File: config.mk
export PLATFORM = sky130hd
export DESIGN_NAME = gpio_irq_port
export DESIGN_NICKNAME = d
export VERILOG_FILES = /design/src/rtl/gpio_pkg.sv /design/src/rtl/gpio_rst_sync.sv /design/src/rtl/gpio_sync.sv /design/src/rtl/gpio_edge_flags.sv /design/src/rtl/gpio_pad_ctrl.sv /design/src/rtl/gpio_irq_port.sv
export SDC_FILE = /design/constraint.sdc
export NUM_CORES = 1
export LEC_CHECK = 0
export BUFFER_PORTS_ARGS = -buffer_cell sky130_fd_sc_hd__buf_2
export CORE_ASPECT_RATIO = 0.7
export CORE_MARGIN = 2
export CORE_UTILIZATION = 51
export DETAILED_ROUTE_END_ITERATION = 12
export PLACE_DENSITY_LB_ADDON = 0.12
export SLEW_MARGIN = 20
export SYNTH_ARGS = -nofsm -noshare
export SYNTH_HDL_FRONTEND = slang
export SYNTH_HIERARCHICAL = 1
export SYNTH_SLANG_ARGS = --single-unit
File: constraint.sdc
create_clock -name clk_i -period 2.4 [get_ports clk_i]
set_input_delay 0.12 -clock clk_i [delete_from_list [all_inputs] [get_ports clk_i]]
set_output_delay 0.12 -clock clk_i [all_outputs]
set_load 0.005 [all_outputs]
File: src/rtl/gpio_pkg.sv
package gpio_pkg;
  localparam int unsigned ADDR_W = 4;

  typedef enum logic [ADDR_W-1:0] {
    REG_PIN   = 4'd0,
    REG_OUT   = 4'd1,
    REG_DIR   = 4'd2,
    REG_PULL  = 4'd3,
    REG_FSA   = 4'd4,
    REG_FSB   = 4'd5,
    REG_IEN   = 4'd6,
    REG_EDGE  = 4'd7,
    REG_FLAG  = 4'd8
  } gpio_reg_e;
endpackage

File: src/rtl/gpio_rst_sync.sv
module gpio_rst_sync (
  input  logic clk_i,
  input  logic rst_ni,
  output logic rst_no
);
  logic [1:0] stage_q;

  always_ff @(posedge clk_i or negedge rst_ni) begin
    if (!rst_ni) stage_q <= 2'b00;
    else         stage_q <= {stage_q[0], 1'b1};
  end

  assign rst_no = stage_q[1];
endmodule

File: src/rtl/gpio_sync.sv
module gpio_sync #(
  parameter int unsigned WIDTH = 8
) (
  input  logic             clk_i,
  input  logic             rst_ni,
  input  logic [WIDTH-1:0] raw_i,
  output logic [WIDTH-1:0] smp_o,
  output logic [WIDTH-1:0] prev_o
);
  logic [WIDTH-1:0] meta_q, smp_q, prev_q;

  always_ff @(posedge clk_i or negedge rst_ni) begin
    if (!rst_ni) begin
      meta_q <= '0;
      smp_q  <= '0;
      prev_q <= '0;
    end else begin
      meta_q <= raw_i;
      smp_q  <= meta_q;
      prev_q <= smp_q;
    end
  end

  assign smp_o  = smp_q;
  assign prev_o = prev_q;
endmodule

File: src/rtl/gpio_edge_flags.sv
module gpio_edge_flags #(
  parameter int unsigned WIDTH = 8
) (
  input  logic             clk_i,
  input  logic             rst_ni,
  input  logic [WIDTH-1:0] smp_i,
  input  logic [WIDTH-1:0] prev_i,
  input  logic [WIDTH-1:0] fall_sel_i,
  input  logic [WIDTH-1:0] port_mask_i,
  input  logic             wr_i,
  input  logic [WIDTH-1:0] wdata_i,
  output logic [WIDTH-1:0] flag_o
);
  logic [WIDTH-1:0] flag_q, flag_d, hit;

  for (genvar i = 0; i < WIDTH; i++) begin : g_pin
    always_comb begin
      if (fall_sel_i[i]) hit[i] = prev_i[i] & ~smp_i[i] & port_mask_i[i];
      else               hit[i] = ~prev_i[i] & smp_i[i] & port_mask_i[i];
    end
  end

  // A detected edge overrides a software clear in the same cycle.
  always_comb begin
    if (wr_i) flag_d = wdata_i | hit;
    else      flag_d = flag_q | hit;
  end

  always_ff @(posedge clk_i or negedge rst_ni) begin
    if (!rst_ni) flag_q <= '0;
    else         flag_q <= flag_d;
  end

  assign flag_o = flag_q;

  // without a write, no flag ever falls
  assert_flag_sticky_R12: assert property (@(posedge clk_i) disable iff (!rst_ni)
    !wr_i |=> (($past(flag_q) & ~flag_q) == '0));

  // without a write, a pin owned by a peripheral never gains a flag
  assert_periph_no_flag_R10: assert property (@(posedge clk_i) disable iff (!rst_ni)
    !wr_i |=> ((flag_q & ~$past(flag_q) & ~$past(port_mask_i)) == '0));
endmodule

File: src/rtl/gpio_pad_ctrl.sv
module gpio_pad_ctrl #(
  parameter int unsigned WIDTH = 8
) (
  input  logic [WIDTH-1:0]   fsa_i,
  input  logic [WIDTH-1:0]   fsb_i,
  input  logic [WIDTH-1:0]   dir_i,
  input  logic [WIDTH-1:0]   out_i,
  input  logic [WIDTH-1:0]   pull_i,
  output logic [WIDTH-1:0]   port_mask_o,
  output logic [WIDTH-1:0]   oe_o,
  output logic [WIDTH-1:0]   dout_o,
  output logic [WIDTH-1:0]   pu_o,
  output logic [WIDTH-1:0]   pd_o,
  output logic [2*WIDTH-1:0] func_o
);
  for (genvar i = 0; i < WIDTH; i++) begin : g_pin
    logic is_port, in_pull;
    assign is_port        = ~(fsa_i[i] | fsb_i[i]);
    assign in_pull        = is_port & ~dir_i[i] & pull_i[i];
    assign port_mask_o[i] = is_port;
    assign oe_o[i]        = is_port & dir_i[i];
    assign dout_o[i]      = is_port & dir_i[i] & out_i[i];
    assign pu_o[i]        = in_pull & out_i[i];
    assign pd_o[i]        = in_pull & ~out_i[i];
    assign func_o[2*i+1:2*i] = {fsb_i[i], fsa_i[i]};
  end
endmodule

File: src/rtl/gpio_irq_port.sv
module gpio_irq_port
  import gpio_pkg::*;
#(
  parameter int unsigned PINS = 8
) (
  input  logic                 clk_i,
  input  logic                 rst_ni,
  input  logic                 bus_wr_i,
  input  logic [ADDR_W-1:0]    bus_addr_i,
  input  logic [PINS-1:0]      bus_wdata_i,
  output logic [PINS-1:0]      bus_rdata_o,
  input  logic [PINS-1:0]      pin_i,
  output logic [PINS-1:0]      pad_oe_o,
  output logic [PINS-1:0]      pad_out_o,
  output logic [PINS-1:0]      pad_pu_o,
  output logic [PINS-1:0]      pad_pd_o,
  output logic [2*PINS-1:0]    pad_func_o,
  output logic                 irq_o
);
  localparam int unsigned FUNC_W = 2 * PINS;

  logic rst_n_s;
  logic [PINS-1:0] out_q, dir_q, pull_q, fsa_q, fsb_q, ien_q, edge_q;
  logic [PINS-1:0] out_d, dir_d, pull_d, fsa_d, fsb_d, ien_d, edge_d;
  logic [PINS-1:0] smp, prev, flag, port_mask;
  logic [FUNC_W-1:0] func;
  logic flag_wr;
  gpio_reg_e addr;

  assign addr = gpio_reg_e'(bus_addr_i);

  gpio_rst_sync u_rst (.clk_i(clk_i), .rst_ni(rst_ni), .rst_no(rst_n_s));

  // Register next-state: clock enable per register written out
  always_comb begin
    out_d  = out_q;
    dir_d  = dir_q;
    pull_d = pull_q;
    fsa_d  = fsa_q;
    fsb_d  = fsb_q;
    ien_d  = ien_q;
    edge_d = edge_q;
    if (bus_wr_i) begin
      case (addr)
        REG_OUT:  out_d  = bus_wdata_i;
        REG_DIR:  dir_d  = bus_wdata_i;
        REG_PULL: pull_d = bus_wdata_i;
        REG_FSA:  fsa_d  = bus_wdata_i;
        REG_FSB:  fsb_d  = bus_wdata_i;
        REG_IEN:  ien_d  = bus_wdata_i;
        REG_EDGE: edge_d = bus_wdata_i;
        default: ;
      endcase
    end
  end

  always_ff @(posedge clk_i or negedge rst_n_s) begin
    if (!rst_n_s) begin
      out_q  <= '0;
      dir_q  <= '0;
      pull_q <= '0;
      fsa_q  <= '0;
      fsb_q  <= '0;
      ien_q  <= '0;
      edge_q <= '0;
    end else begin
      out_q  <= out_d;
      dir_q  <= dir_d;
      pull_q <= pull_d;
      fsa_q  <= fsa_d;
      fsb_q  <= fsb_d;
      ien_q  <= ien_d;
      edge_q <= edge_d;
    end
  end

  assign flag_wr = bus_wr_i && (addr == REG_FLAG);

  gpio_sync #(.WIDTH(PINS)) u_sync (
    .clk_i(clk_i), .rst_ni(rst_n_s), .raw_i(pin_i), .smp_o(smp), .prev_o(prev)
  );

  gpio_edge_flags #(.WIDTH(PINS)) u_flags (
    .clk_i(clk_i), .rst_ni(rst_n_s), .smp_i(smp), .prev_i(prev),
    .fall_sel_i(edge_q), .port_mask_i(port_mask), .wr_i(flag_wr),
    .wdata_i(bus_wdata_i), .flag_o(flag)
  );

  gpio_pad_ctrl #(.WIDTH(PINS)) u_pad (
    .fsa_i(fsa_q), .fsb_i(fsb_q), .dir_i(dir_q), .out_i(out_q), .pull_i(pull_q),
    .port_mask_o(port_mask), .oe_o(pad_oe_o), .dout_o(pad_out_o),
    .pu_o(pad_pu_o), .pd_o(pad_pd_o), .func_o(func)
  );

  assign pad_func_o = func;

  always_comb begin
    case (addr)
      REG_PIN:  bus_rdata_o = smp;
      REG_OUT:  bus_rdata_o = out_q;
      REG_DIR:  bus_rdata_o = dir_q;
      REG_PULL: bus_rdata_o = pull_q;
      REG_FSA:  bus_rdata_o = fsa_q;
      REG_FSB:  bus_rdata_o = fsb_q;
      REG_IEN:  bus_rdata_o = ien_q;
      REG_EDGE: bus_rdata_o = edge_q;
      REG_FLAG: bus_rdata_o = flag;
      default:  bus_rdata_o = '0;
    endcase
  end

  assign irq_o = |(flag & ien_q);

  // a request needs at least one enabled pin
  assert_irq_needs_enable_R13: assert property (@(posedge clk_i) disable iff (!rst_n_s)
    irq_o |-> (ien_q != '0));

  // a pin never pulls both ways
  assert_pull_exclusive_R5: assert property (@(posedge clk_i) disable iff (!rst_n_s)
    (pad_pu_o & pad_pd_o) == '0);

  // a driven pin has no pull
  assert_no_pull_when_driven_R6: assert property (@(posedge clk_i) disable iff (!rst_n_s)
    (pad_oe_o & (pad_pu_o | pad_pd_o)) == '0);

  // a pin with a nonzero function code gets nothing from the port
  assert_periph_quiet_R7: assert property (@(posedge clk_i) disable iff (!rst_n_s)
    ((pad_oe_o | pad_out_o | pad_pu_o | pad_pd_o) & (fsa_q | fsb_q)) == '0);
endmodule

==> impl_metrics.toml, run 1 <==
[timing]
holdWs_ns = 0.0952
setup_tns_ns = 0
worstMarginPinSlew_ns = 0.812
fmax_ghz = 0.511
slew_headroom_pct = 45.4
hold_viol = 0
rsz0062_at_grt = "no"
timing.final.crit_share_pct = 81.5
setup_violations = 0
drv_slew = 0
skew_ns = 0.00623
layout_min_cycle_time_ns = 1.96

[min_path]
hp-class = "in -> async"

[placed_design]
port_buffers = 79
gp_congestion = 0.796
dp.final_hpwl_um = 7640
dpl-instance-area_sq_um = 5130

[power]
p_comb_share_pct = 20.0
seqPwrFrac_pct = 46.4
p_leak_nw = 2.53
powerDensity_nw_per_um2 = 800
internal_power_mw = 3.20
peakVddDrop_mv = 0.525
p_switching_mw = 1.23
switching_share_pct = 27.8
power_mw = 4.43
power_frac_clock_pct = 33.6

[critical_path]
r2r_end = "u_flags/flag_o[4]"
cp_max_fo = 4
cp_data_required_time_ns = 2.28
worstSetupPathType = "reg -> out"
reg2reg_from = "fsb_q[4]"
reg2reg_depth = 3
arrival_ns = 1.84
rrSetupSlack_ns = 1.43
endpoint_kind = "output pin"
start_kind = "flip-flop"

[synth]
synth-async-reset-ratio_pct = 100
synth_seq_cells = 90
synth-edff-count = 0
post-synth-top-area-cell = "dfrtp_1"
yosys_warnings = 6
yosysMostFrequentCell = "dfrtp_1"
yosysTopAreaCellShare_pct = 47.5
synth_area_per_cell_sq_um = 12.9
ys.flop_type = "dfrtp_1"
synth_area_sq_um = 4740
yosysUniqueCellTypes = 46
seq_area_frac_synth_pct = 47.5
netlist_instances = 367
ys_top_cells_by_count = "dfrtp_1, mux2_2, buf_4"
synth_nets = 390
synthTopCellsByArea = "dfrtp_1, mux2_2, buf_4"

[clocking]
cts_hold_buf = 9
htreeDepth = 3
numCtsBuffers = 9
clockBufferDepth = 2
cts_tree = "done"
post_cts_resize_count = 0
clock-sinks = 90
clock_latency_ns = 0.34
cts-root-buf = "clkbuf_16"
cts_setup_buffers = 0
path_clk_slew_ns = 0.07

[drt]
drt-total-wl_um = 11100
route.detailed.drc = 0
ant_nets = 0
vias = 3274
avgViaCountPerCell = 5.75
first_pass_iters = 4
wl_per_cell_um = 19.5
drtIter0Drc = 140

[layout]
fin_nets = 463
drive_gt1_share_pct = 45.4
areaGrowthSynthToFinish_pct = 16.9
fill_cells = 741
post-route-util_pct = 61.3
fin_area_sq_um = 5540
regArea_sq_um = 2260
multi_input_area_sq_um = 2200
antenna_cells = 0

[grt]
grt_max_degree = 42
grt_pass1_wl_um = 17900
grt_overflow = 0
first_global_vias = 3188
grtUsageTotal_pct = 23.4
antenna_found_initial = 0

[floorplanning]
fp.dieArea_sq_um = 10100
num_rows = 29
core-area_sq_um = 9030
die_height_um = 84.7
die_x_um = 119
io_pins = 80
start_util_pct = 52.5

[run]
drv_cap = 0

[status]
status = "complete, no violations"
## metal layers
layer | global-route usage (%) | vias to the layer above | wire length, um
li1 | - | 1519 | -
met1 | 35.1 | 1664 | 5650
met2 | 33.7 | 82 | 4790
met3 | 6.45 | 9 | 548
met4 | 5.52 | 0 | 80
met5 | 0 | - | 0
## how the worst max path moves through the flow
stage                           startpoint              to  slack (ns)  depth (start not counted)
final                             fsa_q[6]  bus_rdata_o[6]        0.44                          4
after global routing         bus_addr_i[2]  bus_rdata_o[1]        0.37                          5
after CTS                         fsa_q[6]  bus_rdata_o[6]        0.44                          4
after detailed placement     bus_addr_i[2]  bus_rdata_o[5]        0.47                          5
after global placement       bus_addr_i[2]  bus_rdata_o[5]        0.48                          5
after floorplan           u_rst/stage_q[1]        dir_q[0]        0.88                          0
## power groups by stage
stage	logic, mW	registers, mW	clock network [mW]
after detailed placement	0.878	2.08	0
final	0.886	2.06	1.49
after global placement	0.851	2.07	0
after CTS	0.894	2.06	1.53
after floorplan	0.731	1.99	0
after global routing	0.973	2.11	1.59
## flip-flops by register name, summed over array words and instances, names as in the netlist
signal,count
u_rst/stage_q,2
pull_q,8
u_sync/meta_q,8
dir_q,8
ien_q,8
fsb_q,8
u_sync/smp_o,8
u_sync/prev_o,8
fsa_q,8
u_flags/flag_o,8
edge_q,8
out_q,8
## area by class of cell
cell class	instances	share of cell area (%)
Sequential cell	90	40.7
Multi-Input combinational cell	235	39.6
Timing Repair Buffer	103	11.0
Clock buffer	9	4.07
Tap cell	124	2.80
Clock inverter	7	1.69
Inverter	1	0.0678
## per-stage QoR
stage	instances	worst slack, ns
after floorplan	367	0.882
after global placement	544	0.484
after detailed placement	544	0.473
after CTS	569	0.437
after global routing	569	0.365
final	569	0.443
## layout by cell type (no fill, tap or decap), types with 2 or more instances in the layout
| cell | instances |
|---|---|
| or4bb_1 | 4 |
| nand4_1 | 4 |
| mux2_4 | 3 |
| and3_1 | 11 |
| nor2_1 | 2 |
| and2_1 | 8 |
| clkbuf_16 | 9 |
| buf_4 | 14 |
| clkinvlp_4 | 2 |
| nand3b_1 | 8 |
| and4b_1 | 9 |
| nand4bb_1 | 12 |
| mux2_2 | 68 |
| a21oi_1 | 6 |
| nand3_1 | 9 |
| a211oi_1 | 4 |
| clkinv_2 | 2 |
| a22oi_1 | 7 |
| nor3b_1 | 5 |
| bufinv_16 | 2 |
| mux2i_1 | 8 |
| a2111o_1 | 5 |
| dfrtp_1 | 89 |
| a22o_1 | 4 |
| nor2_2 | 9 |
| and4bb_1 | 8 |
| nand2_1 | 3 |
| a21o_1 | 3 |
| dlygate4sd3_1 | 9 |
| o21ai_0 | 3 |
| nand4b_1 | 16 |
| buf_2 | 79 |
## worst max-delay path, stage by stage (launching register included)
cell and delay [ns]:
dfrtp_1 0.42, mux2_2 0.28, a32o_1 0.25, a2111o_1 0.41, buf_2 0.14
## logic make-up (layout without fill, tap and decap cells)
kind of cell	Yosys count	in the layout	share of synthesized area, %
flops	90	90	47.5
buf+inv	42	120	6.15
mux	80	80	19.0
simple gates	121	121	21.9
other cells	1	1	0.0791
compound gates	33	33	5.31
Note: power is estimated with default switching activity, not from simulation.
==> run 2, diff against run 1 <==
- clock period: 2.4 -> 1.7 ns (I/O delays scaled with it)
==> run 2 against run 1 <==
First-iteration DRC count up 13%. Sequential share of layout area down 2.5 points. Final area up 6.5%. Sequential power up 39%. Combinational power up 70%. Critical path type unchanged. Largest cell class unchanged. Clock power up 44%. Core utilization up 4.0 points. Wire length up 3.5%. Clock skew up 0.0026 ns. The run now ends with setup timing left. Worst hold slack worse by 0.039 ns. Die area unchanged.
==> impl_metrics.toml, run 2 (synthesis gave the netlist of run 1 again) <==
[grt]
grt_pass1_wl_um = 18600
grt-busiest-layer = "met2"
grtUsageTotal_pct = 24.0
grt_max_degree = 46
met1_usage_pct = 34.8
grt_overflow = 0
antenna_found_initial = 0
first_global_vias = 3447
use_met3_pct = 5.64
grtUsageMet2_pct = 37.2

[clocking]
path_clk_slew_ns = 0.06
htreeDepth = 3
clockBufferDepth = 2
cts_tree = "done"
clock-sinks = 90
clock_latency_ns = 0.34
numCtsBuffers = 9
cts-root-buf = "clkbuf_16"

[drt]
vias = 3437
ant_nets = 0
route.detailed.drc = 0
wl_per_cell_um = 18.8
drtIter0Drc = 158
avgViaCountPerCell = 5.63
first_pass_iters = 4
drt-total-wl_um = 11500

[timing]
holdWs_ns = 0.0562
drv_slew = 0
rsz0062_at_grt = "yes"
layout_min_cycle_time_ns = 1.78
timing.final.crit_share_pct = 104
setup_violations = 5
fmax_ghz = 0.563
setup_ws_ns = -0.0757
hold_viol = 0
skew_ns = 0.00880

[floorplanning]
core-area_sq_um = 9030
fp.dieArea_sq_um = 10100
num_rows = 29
die_x_um = 119
die_height_um = 84.7
start_util_pct = 52.5
io_pins = 80

[critical_path]
crit_buf_inv = 1
reg2reg_from = "dir_q[1]"
rrSetupSlack_ns = 0.64
cp_cell_sequence = "mux2_4 -> a32o_1 -> a2111o_1 -> buf_2"
reg2reg_depth = 3
cp_data_required_time_ns = 1.62
start_kind = "flip-flop"
slowest_delay_ns = 0.39
arrival_ns = 1.69
crit_family = "compound AO/OA/AOI/OAI gates"
cp_max_fo = 2
path_depth = 4
cp_slowest_cell = "dfrtp_1"
r2r_end = "dir_q[1]"
crit_start = "fsa_q[6]"
endpoint_kind = "output pin"
worstSetupPathType = "reg -> out"

[layout]
antenna_cells = 0
finalNonFillerCells = 610
fill_cells = 698
post-route-util_pct = 65.3
drive_gt1_share_pct = 50.2
areaGrowthSynthToFinish_pct = 24.5
fin_nets = 504
fin_area_sq_um = 5900
final_common_cell = "dfrtp_1"
layout_common_cells = "dfrtp_1, buf_2, mux2_2"

[placed_design]
dp.cells = 566
dp_slack_ns = 0.0461
dp.final_hpwl_um = 8230
port_buffers = 79
gp_congestion = 0.836
dpl-instance-area_sq_um = 5320

[status]
violations = "setup timing"
status = "finished, violations left"

[power]
p_leak_nw = 2.76
peakVddDrop_mv = 0.757
powerDensity_nw_per_um2 = 1100

[min_path]
hp-class = "in -> async"

[run]
drv_cap = 0
[run 2: cell count changes in the layout (fill, tap and decap cells not counted), sizes merged]
cell and delta:
buf +41, clkbuf +1, clkinvlp -1
[run 2: per-stage QoR]
stage	total power, mW	TNS [ns]
after floorplan	3.84	0
after global placement	4.15	0
after detailed placement	4.21	0
after CTS	6.53	-0.281
after global routing	6.84	-0.505
final	6.51	-0.236
[run 2: how the worst max path moves through the flow]
| stage | to |
|---|---|
| after global placement | bus_rdata_o[0] |
| after global routing | bus_rdata_o[5] |
| final | bus_rdata_o[6] |
| after CTS | bus_rdata_o[3] |
| after detailed placement | bus_rdata_o[0] |
| after floorplan | dir_q[0] |
[run 2: cell type report]
type	instances	area (sq um)	share of cell area, %
Timing Repair Buffer	144	943	16.0
Inverter	1	3.75	0.0636
Clock inverter	6	90.1	1.53
Sequential cell	90	2260	38.3
Clock buffer	10	239	4.05
Tap cell	124	155	2.63
Multi-Input combinational cell	235	2210	37.5
[run 2: power by group]
group	internal (mW)	switching, mW	leakage, nW
Sequential	2.50	0.355	1.06
Combinational	0.898	0.610	1.54
Clock	1.33	0.818	0.159
[run 2: worst reg2reg max path, cell delays in order (launching register included)]
cell     delay (ns)
dfrtp_1        0.39
buf_4          0.14
buf_4          0.15
mux2_2         0.26
[run 2: routing by layer]
layer	wire, um	vias up
li1	-	1608
met1	5380	1728
met2	5330	97
met3	682	4
met4	61	0
met5	0	-
[run 2: repair_timing]
action,CTS,global route
setup endpoints to repair,5,7
setup buffers,17,2
pin swaps,9,2
resized for setup,4,1
hold buffers,9,0
endpoints found under the hold margin,10,0
==> run 3, diff against run 2 <==
--- a/config.mk
+++ b/config.mk
@@ -9,7 +9,8 @@
 export CORE_ASPECT_RATIO = 0.7
 export CORE_MARGIN = 2
-export CORE_UTILIZATION = 51
+export CORE_UTILIZATION = 54
 export DETAILED_ROUTE_END_ITERATION = 12
 export PLACE_DENSITY_LB_ADDON = 0.12
+export REMOVE_ABC_BUFFERS = 1
 export SLEW_MARGIN = 20
 export SYNTH_ARGS = -nofsm -noshare
==> constraint.sdc (replaced) <==
create_clock -name clk_i -period 1.91 [get_ports clk_i]
set_input_delay 0.2865 -clock clk_i [delete_from_list [all_inputs] [get_ports clk_i]]
set_output_delay 0.2865 -clock clk_i [all_outputs]
set_load 0.005 [all_outputs]
==> run 3 against run 2 <==
The run still ends with setup timing left. Final area is 1.8% lower. Worst setup slack gained 0.020 ns. Clock power shrank 24%. Critical path type unchanged. Largest cell class unchanged.
==> impl_metrics.toml, run 3 (synthesis gave the netlist of run 1 again) <==
[critical_path]
cp_max_fo = 2
endpoint_kind = "output pin"
arrival_ns = 1.68
start_kind = "flip-flop"
worstSetupPathType = "reg -> out"
cp_data_required_time_ns = 1.62
rrSetupSlack_ns = 0.89

[timing]
setup_tns_ns = -0.166
drv_slew = 0
fmax_ghz = 0.509
timing.final.crit_share_pct = 103
skew_ns = 0.00620
setup_violations = 4
rsz0062_at_grt = "yes"
setup_ws_ns = -0.0557
layout_min_cycle_time_ns = 1.97
hold_viol = 0
holdWs_ns = 0.0481

[status]
status = "finished, violations left"
violations = "setup timing"

[clocking]
path_clk_slew_ns = 0.06
htreeDepth = 3
cts-root-buf = "clkbuf_16"
cts_tree = "done"
clock_latency_ns = 0.34
clockBufferDepth = 2
clock-sinks = 90
numCtsBuffers = 9

[layout]
areaGrowthSynthToFinish_pct = 22.3
fill_cells = 652
multi_input_area_sq_um = 2220
drive_gt1_share_pct = 50.8
fin_nets = 501
antenna_cells = 0
layout_common_cells = "dfrtp_1, buf_2, mux2_2"
regArea_sq_um = 2260
final_common_cell = "dfrtp_1"

[floorplanning]
start_util_pct = 55.9
fp.dieArea_sq_um = 9550
num_rows = 28
die_height_um = 82.4
die_x_um = 116
io_pins = 80
core-area_sq_um = 8480

[run]
drv_cap = 0

[drt]
route.detailed.drc = 0
avgViaCountPerCell = 5.74
wl_per_cell_um = 19.4
drtIter0Drc = 118
ant_nets = 0
drt-total-wl_um = 11700
first_pass_iters = 4
vias = 3453

[grt]
antenna_found_initial = 0
grt_overflow = 0
grt_pass1_wl_um = 18400
first_global_vias = 3418
grtUsageTotal_pct = 26.3
grt_max_degree = 33

[power]
peakVddDrop_mv = 0.791
powerDensity_nw_per_um2 = 948
p_leak_nw = 2.73

[placed_design]
dp.final_hpwl_um = 8290
gp_congestion = 0.918
port_buffers = 79

[min_path]
hp-class = "in -> reg"
run 3: path summary, 6_finish.rpt:
kind | from | endpoint | cells past startpoint
setup / recovery | ien_q[6] | bus_rdata_o[6] | 4
hold / removal | pin_i[5] | u_sync/meta_q[5] | 1
min in group asynchronous | rst_ni | u_rst/stage_q[0] | 2
setup reg to reg | ien_q[6] | ien_q[6] | 3
hold reg to reg | u_rst/stage_q[1] | pull_q[0] | 0
max in group asynchronous | u_rst/stage_q[1] | u_sync/prev_o[7] | 1
run 3: metrics by stage:
stage	util (%)	setup slack (ns)	instance area [sq um]	total power, mW	instances
after floorplan	-	-0.782	4450	3.20	326
after global placement	63.3	-0.108	5360	3.69	570
after detailed placement	63.3	-0.135	5360	3.75	570
after CTS	67.9	-0.0817	5760	5.50	599
after global routing	68.3	-0.112	5790	5.77	602
final	68.3	-0.0557	5790	5.49	602
run 3: repair_timing:
action | in CTS | in global routing
pin swaps | 8 | 2
hold buffers | 1 | 0
hold endpoints to repair | 2 | 0
resized for setup | 3 | 3
setup buffers | 13 | 3
setup endpoints to repair | 8 | 8
gates cloned | 0 | 0
run 3: worst max-delay path, cell delays in order, from the launching register on:
cell,delay [ns]
dfrtp_1,0.39
mux2_2,0.27
a32o_1,0.24
a2111o_1,0.31
buf_2,0.14
run 3: layout make-up:
| cell class | count | share of cell area [%] |
|---|---|---|
| multi-input cells | 235 | 38.2 |
| inverters | 1 | 0.0648 |
| repair buffers | 141 | 15.4 |
| flip-flops and latches | 90 | 38.9 |
| clock inverters | 2 | 0.238 |
| clock buffers | 13 | 4.49 |
| well taps | 120 | 2.59 |
run 3: metal layers:
| metal | track usage (%) | wire [um] |
|---|---|---|
| met5 | 0 | 0 |
| met4 | 7.62 | 173 |
| met2 | 41.0 | 5280 |
| met3 | 7.30 | 540 |
| met1 | 36.4 | 5710 |
run 3: where the power goes:
group | switching (mW) | internal [mW] | total [mW]
combinational | 0.531 | 0.770 | 1.30
sequential | 0.326 | 2.23 | 2.55
clock | 0.692 | 0.946 | 1.64
